File: config.mk
export PLATFORM = sky130hd
export DESIGN_NAME = blk_lock_cui
export DESIGN_NICKNAME = d
export VERILOG_FILES = /design/src/rtl/blk_lock_pkg.sv /design/src/rtl/blk_lock_timer.sv /design/src/rtl/blk_lock_bits.sv /design/src/rtl/blk_lock_rdmux.sv /design/src/rtl/blk_lock_cui.sv
export SDC_FILE = /design/constraint.sdc
export NUM_CORES = 1
export LEC_CHECK = 0
export BUFFER_PORTS_ARGS = -buffer_cell sky130_fd_sc_hd__buf_2
export CELL_PAD_IN_SITES_DETAIL_PLACEMENT = 0
export CELL_PAD_IN_SITES_GLOBAL_PLACEMENT = 2
export CORE_ASPECT_RATIO = 1.4
export CORE_MARGIN = 2
export CORE_UTILIZATION = 38
export CTS_CLUSTER_SIZE = 8
export DETAILED_ROUTE_END_ITERATION = 12
export PLACE_DENSITY_LB_ADDON = 0.1
export SLEW_MARGIN = 20
export SYNTH_ARGS = -nofsm -noshare
export SYNTH_HDL_FRONTEND = slang
export SYNTH_HIERARCHICAL = 1
export SYNTH_SLANG_ARGS = --single-unit
File: constraint.sdc
create_clock -name clk -period 5.5 [get_ports clk]
set_input_delay 0.275 -clock clk [delete_from_list [all_inputs] [get_ports clk]]
set_output_delay 0.275 -clock clk [all_outputs]
set_load 0.02 [all_outputs]
File: src/rtl/blk_lock_pkg.sv
package blk_lock_pkg;

    typedef enum logic [1:0] {
        MD_ARRAY  = 2'd0,
        MD_STATUS = 2'd1,
        MD_IDENT  = 2'd2
    } rd_mode_e;

    localparam logic [7:0] OP_ARM    = 8'h60;
    localparam logic [7:0] OP_LOCK   = 8'h01;
    localparam logic [7:0] OP_DOWN   = 8'h2F;
    localparam logic [7:0] OP_STATUS = 8'h70;
    localparam logic [7:0] OP_IDENT  = 8'h90;
    localparam logic [7:0] OP_CLEAR  = 8'h50;
    localparam logic [7:0] OP_ARRAY  = 8'hFF;

    localparam int unsigned SR_READY_BIT = 7;
    localparam int unsigned SR_ERR_HI    = 5;
    localparam int unsigned SR_ERR_LO    = 4;

endpackage

File: src/rtl/blk_lock_timer.sv
module blk_lock_timer #(
    parameter int unsigned BUSY_CYC = 4
) (
    input  logic clk,
    input  logic rst_n,
    input  logic start,
    output logic busy
);
    localparam int unsigned CNT_W = $clog2(BUSY_CYC + 1);

    logic [CNT_W-1:0] cnt_d, cnt_q;

    always_comb begin
        cnt_d = cnt_q;
        if (start) begin
            cnt_d = CNT_W'(BUSY_CYC);
        end else if (cnt_q != '0) begin
            cnt_d = cnt_q - 1'b1;
        end
    end

    always_ff @(posedge clk or negedge rst_n) begin
        if (!rst_n) cnt_q <= '0;
        else        cnt_q <= cnt_d;
    end

    assign busy = (cnt_q != '0);

endmodule

File: src/rtl/blk_lock_bits.sv
module blk_lock_bits #(
    parameter int unsigned NUM_BLK = 16,
    parameter int unsigned BLK_W   = 4
) (
    input  logic               clk,
    input  logic               rst_n,
    input  logic               set_lock,
    input  logic               set_down,
    input  logic [BLK_W-1:0]   tgt_blk,
    output logic [NUM_BLK-1:0] lock_vec,
    output logic [NUM_BLK-1:0] down_vec
);
    for (genvar b = 0; b < NUM_BLK; b++) begin : g_blk
        logic lk_d, lk_q, dn_d, dn_q;
        logic hit;

        assign hit = (tgt_blk == BLK_W'(b));

        always_comb begin
            lk_d = lk_q;
            dn_d = dn_q;
            if (hit && (set_lock || set_down)) lk_d = 1'b1;
            if (hit && set_down)               dn_d = 1'b1;
        end

        always_ff @(posedge clk or negedge rst_n) begin
            if (!rst_n) begin
                lk_q <= 1'b0;
                dn_q <= 1'b0;
            end else begin
                lk_q <= lk_d;
                dn_q <= dn_d;
            end
        end

        assign lock_vec[b] = lk_q;
        assign down_vec[b] = dn_q;
    end

endmodule

File: src/rtl/blk_lock_rdmux.sv
module blk_lock_rdmux
    import blk_lock_pkg::*;
#(
    parameter int unsigned ADDR_W    = 12,
    parameter int unsigned DATA_W    = 16,
    parameter int unsigned BLK_SHIFT = 8,
    parameter int unsigned NUM_BLK   = 16,
    parameter logic [15:0] MFR_ID    = 16'h00B0,
    parameter logic [15:0] DEV_ID    = 16'h00E2
) (
    input  rd_mode_e           mode,
    input  logic               busy,
    input  logic [7:0]         status,
    input  logic [ADDR_W-1:0]  addr,
    input  logic [NUM_BLK-1:0] lock_vec,
    input  logic [NUM_BLK-1:0] down_vec,
    output logic [DATA_W-1:0]  rdata
);
    localparam int unsigned BLK_W = ADDR_W - BLK_SHIFT;

    logic [BLK_SHIFT-1:0] offs;
    logic [BLK_W-1:0]     blk;

    assign offs = addr[BLK_SHIFT-1:0];
    assign blk  = addr[ADDR_W-1:BLK_SHIFT];

    always_comb begin
        rdata = '0;
        if (busy || mode == MD_STATUS) begin
            rdata[7:0] = status;
        end else if (mode == MD_ARRAY) begin
            rdata = '1;
        end else begin
            if (offs == BLK_SHIFT'(0)) begin
                rdata = DATA_W'(MFR_ID);
            end else if (offs == BLK_SHIFT'(1)) begin
                rdata = DATA_W'(DEV_ID);
            end else if (offs == BLK_SHIFT'(2)) begin
                rdata[0] = lock_vec[blk];
                rdata[1] = down_vec[blk];
            end
        end
    end

endmodule

File: src/rtl/blk_lock_cui.sv
module blk_lock_cui
    import blk_lock_pkg::*;
#(
    parameter int unsigned ADDR_W    = 12,
    parameter int unsigned DATA_W    = 16,
    parameter int unsigned BLK_SHIFT = 8,
    parameter int unsigned BUSY_CYC  = 4,
    parameter logic [15:0] MFR_ID    = 16'h00B0,
    parameter logic [15:0] DEV_ID    = 16'h00E2
) (
    input  logic              clk,
    input  logic              rst_n,
    input  logic              wr_en,
    input  logic [ADDR_W-1:0] addr,
    input  logic [DATA_W-1:0] wdata,
    output logic [DATA_W-1:0] rdata
);
    localparam int unsigned BLK_W   = ADDR_W - BLK_SHIFT;
    localparam int unsigned NUM_BLK = 1 << BLK_W;

    typedef struct packed {
        rd_mode_e         mode;
        logic             armed;
        logic [BLK_W-1:0] arm_blk;
        logic             sr_err;
    } cui_state_t;

    cui_state_t st_d, st_q;

    logic               busy;
    logic               set_lock, set_down, start;
    logic [7:0]         opc;
    logic [7:0]         status;
    logic [NUM_BLK-1:0] lock_vec, down_vec;
    logic               armed_w, sr_err_w;

    assign opc = wdata[7:0];

    always_comb begin
        st_d     = st_q;
        set_lock = 1'b0;
        set_down = 1'b0;
        start    = 1'b0;
        if (wr_en && !busy) begin
            if (st_q.armed) begin
                st_d.armed = 1'b0;
                st_d.mode  = MD_STATUS;
                if (opc == OP_LOCK) begin
                    set_lock = 1'b1;
                    start    = 1'b1;
                end else if (opc == OP_DOWN) begin
                    set_down = 1'b1;
                    start    = 1'b1;
                end else begin
                    st_d.sr_err = 1'b1;
                end
            end else begin
                case (opc)
                    OP_ARM: begin
                        st_d.armed   = 1'b1;
                        st_d.arm_blk = addr[ADDR_W-1:BLK_SHIFT];
                    end
                    OP_STATUS: st_d.mode   = MD_STATUS;
                    OP_IDENT:  st_d.mode   = MD_IDENT;
                    OP_ARRAY:  st_d.mode   = MD_ARRAY;
                    OP_CLEAR:  st_d.sr_err = 1'b0;
                    default:   ;
                endcase
            end
        end
    end

    always_ff @(posedge clk or negedge rst_n) begin
        if (!rst_n) begin
            st_q <= '{mode: MD_ARRAY, armed: 1'b0, arm_blk: '0, sr_err: 1'b0};
        end else begin
            st_q <= st_d;
        end
    end

    always_comb begin
        status = '0;
        status[SR_READY_BIT] = ~busy;
        status[SR_ERR_HI]    = st_q.sr_err;
        status[SR_ERR_LO]    = st_q.sr_err;
    end

    assign armed_w  = st_q.armed;
    assign sr_err_w = st_q.sr_err;

    blk_lock_timer #(
        .BUSY_CYC (BUSY_CYC)
    ) u_timer (
        .clk   (clk),
        .rst_n (rst_n),
        .start (start),
        .busy  (busy)
    );

    blk_lock_bits #(
        .NUM_BLK (NUM_BLK),
        .BLK_W   (BLK_W)
    ) u_bits (
        .clk      (clk),
        .rst_n    (rst_n),
        .set_lock (set_lock),
        .set_down (set_down),
        .tgt_blk  (st_q.arm_blk),
        .lock_vec (lock_vec),
        .down_vec (down_vec)
    );

    blk_lock_rdmux #(
        .ADDR_W    (ADDR_W),
        .DATA_W    (DATA_W),
        .BLK_SHIFT (BLK_SHIFT),
        .NUM_BLK   (NUM_BLK),
        .MFR_ID    (MFR_ID),
        .DEV_ID    (DEV_ID)
    ) u_rdmux (
        .mode     (st_q.mode),
        .busy     (busy),
        .status   (status),
        .addr     (addr),
        .lock_vec (lock_vec),
        .down_vec (down_vec),
        .rdata    (rdata)
    );

endmodule

==> impl_metrics.json <==
{
  "yosys_most_used_dff": "dfrtp_1",
  "tns_ns": 0,
  "period_minus_slack_ns": 2.51,
  "crit_arrival_ns": 2.75,
  "timing_hold_violations_final": 0,
  "clock.fmax_mhz": 399,
  "layout_commonest_cell": "dfrtp_1",
  "clk_path_buf_depth": 2,
  "power.leakage_nw": 1.37,
  "globalplace.congestion": 0.748,
  "yosysWarningCount": 6,
  "fp.dieH_um": 103,
  "layout_common_cells": "dfrtp_1, buf_2, inv_1, nor2_1, o21bai_1",
  "synth_cell_type_count": 54,
  "syn2layout_area_growth_pct": 5.32,
  "drive_above_1_share": 0.261,
  "power.density_mw_per_mm2": 303,
  "cp-end-kind": "flop",
  "clockRootBuffer": "clkbuf_8",
  "timing.final.crit_share": 0.456,
  "cts_resized": 0,
  "finClkSkew_ns": 0.00527,
  "first_pass_iters": 4,
  "htreeDepth": 2,
  "final_nets": 300,
  "avgSynthCellArea_sq_um": 10.2,
  "die_area_sq_mm": 0.00769,
  "cts_sinks": 43,
  "start_util": 0.386,
  "critPathKind": "reg -> reg",
  "via_count": 1822,
  "rsz0062_at_grt": "no",
  "wire_per_inst_um": 15.7,
  "status": "finished clean",
  "setup_violations": 0,
  "worstPathRequired_ns": 5.74,
  "die_x_um": 74.7,
  "irDropWorstVdd_uv": 137,
  "seq_area_frac_synth": 0.405,
  "drt-initial-drc-count": 57,
  "grt_util_all_layers": 0.164,
  "diodes": 0,
  "drtAntennaViolNets": 0,
  "hold_class": "in -> reg",
  "numPortBuffers": 38,
  "clk_pin_slew_ns": 0.08,
  "grt_pass1_wl_um": 9370,
  "clock_latency_ns": 0.30,
  "synth_area_sq_mm": 0.00266,
  "synth-async-reset-ratio": 1.00,
  "drc": 0,
  "dp_hpwl_um": 4220,
  "max_slew.worst_pin.slew_ns": 0.639,
  "cts_made_buffers": 5,
  "synth-seq-cells": 43,
  "grt_max_degree": 44,
  "slew_viol_final": 0,
  "max_cap_viol_count": 0,
  "ios": 47,
  "post-cts-setup-buffer-count": 0,
  "startpoint_type": "flop",
  "wirelength_um": 5700,
  "path_max_fanout": 10,
  "cts_tree": "yes",
  "synth_edf_count": 0,
  "synth_cells": 261,
  "antenna_found_initial": 0,
  "coreArea_sq_mm": 0.00689,
  "fin_total_pwr_mw": 0.848,
  "grt_overflow": 0,
  "grt_pass1_vias": 1834,
  "avgViaCountPerCell": 5.02,
  "max-slew-margin-rel": 0.571,
  "num_rows": 36
}
worst paths after layout:
path                                                        start                                end  slack, ns  depth (start not counted)
worst max-delay path                 u_timer/cnt_q[0]$_DFFE_PN0P_   u_bits/g_blk[3].dn_q$_DFFE_PN0P_       2.99                          8
worst min-delay path                                     wdata[5]               sr_err_w$_DFFE_PN0P_       0.31                          3
worst max register to register       u_timer/cnt_q[0]$_DFFE_PN0P_   u_bits/g_blk[3].dn_q$_DFFE_PN0P_       2.99                          8
worst min register to register  u_bits/g_blk[11].lk_q$_DFFE_PN0P_  u_bits/g_blk[11].lk_q$_DFFE_PN0P_       0.47                          2
max in group asynchronous                                   rst_n   u_bits/g_blk[6].lk_q$_DFFE_PN0P_       4.61                          2
min in group asynchronous                                   rst_n   u_bits/g_blk[4].dn_q$_DFFE_PN0P_       0.50                          2
through the flow:
step | hold WS (ns) | std cells | worst slack, ns | area [sq um] | utilization
2_1_floorplan | -0.0206 | 266 | 3.31 | 2680 | -
3_3_place_gp | 0.442 | 354 | 3.03 | 2650 | 0.385
3_5_place_dp | 0.449 | 354 | 3.01 | 2650 | 0.385
4_1_cts | 0.157 | 362 | 2.99 | 2790 | 0.405
5_1_grt | 0.319 | 363 | 2.68 | 2800 | 0.406
6_report | 0.307 | 363 | 2.99 | 2800 | 0.406
synth_stat cells, drive strengths merged (2+ instances only):
master / instances / area share
a31o: 4 / 0.013
nand3: 2 / 0.0038
nor3: 2 / 0.0038
nand2b: 6 / 0.017
o21bai: 17 / 0.048
a211o: 2 / 0.0066
o21a: 2 / 0.0056
nor3b: 2 / 0.0056
nand3b: 2 / 0.0056
ha: 2 / 0.0094
nand4: 4 / 0.012
nand2: 8 / 0.011
o31ai: 9 / 0.025
a21oi: 3 / 0.0099
or4: 2 / 0.0071
buf: 45 / 0.13
and2b: 2 / 0.0056
dfrtp: 43 / 0.40
inv: 24 / 0.034
mux4: 3 / 0.025
nor4: 3 / 0.013
mux2: 5 / 0.021
mux2i: 11 / 0.041
or2: 2 / 0.0047
o21ai: 7 / 0.013
nor2b: 7 / 0.016
nor2: 20 / 0.028
o41ai: 5 / 0.019
a221o: 3 / 0.012
power by group:
| group | internal [mW] | total [mW] | switching, mW | leakage, nW |
|---|---|---|---|---|
| Clock | 0.181 | 0.291 | 0.110 | 0.0644 |
| Sequential | 0.330 | 0.341 | 0.0115 | 0.526 |
| Combinational | 0.0880 | 0.215 | 0.127 | 0.781 |
logic make-up (layout without fill, tap and decap cells):
| family | count (synthesis) | count (layout) | synth area share |
|---|---|---|---|
| AND/OR/NAND/NOR | 66 | 66 | 0.152 |
| adder cells (fa/ha/maj) | 2 | 2 | 0.00941 |
| buffers and inverters | 69 | 71 | 0.160 |
| flip-flops | 43 | 43 | 0.405 |
| multiplexers | 19 | 19 | 0.0880 |
| AO/OA/AOI/OAI | 61 | 61 | 0.185 |
| other | 1 | 6 | 0.00141 |
state kept, by name, summed over array words and instances, names as in the netlist:
name	cells
armed_w	1
sr_err_w	1
st_q	6
u_bits/g_blk.dn_q	16
u_bits/g_blk.lk_q	16
u_timer/cnt_q	3
worst max-delay path, stage by stage, from the launching register on:
cell	delay (ns)
dfrtp_1	0.39
inv_1	0.09
ha_1	0.24
nand2b_4	0.12
and2b_1	0.26
nand4_1	0.15
nor2_1	0.45
nor3b_1	0.52
a31o_2	0.23
repair_timing:
action / 4_1_cts / 5_1_grt
hold buffers: 0 / 1
setup endpoints to repair: 0 / 0
endpoints found under the hold margin: 0 / 5
area by class of cell:
class	instances	area (sq um)
clock buffer	5	68.8
clock inverter	3	67.6
fill	708	4090
inverter	24	90.1
multi-input combinational	154	1180
sequential	43	1080
tap	95	119
timing repair buffer	39	203
routing by layer:
| metal | vias up | GRT usage | wire length, um |
|---|---|---|---|
| met4 | 0 | 0.0591 | 90 |
| met1 | 878 | 0.205 | 2500 |
| met3 | 6 | 0.0293 | 256 |
| met2 | 45 | 0.279 | 2860 |
| li1 | 893 | - | - |
| met5 | - | 0 | 0 |
(Power assumes the default switching activity.)
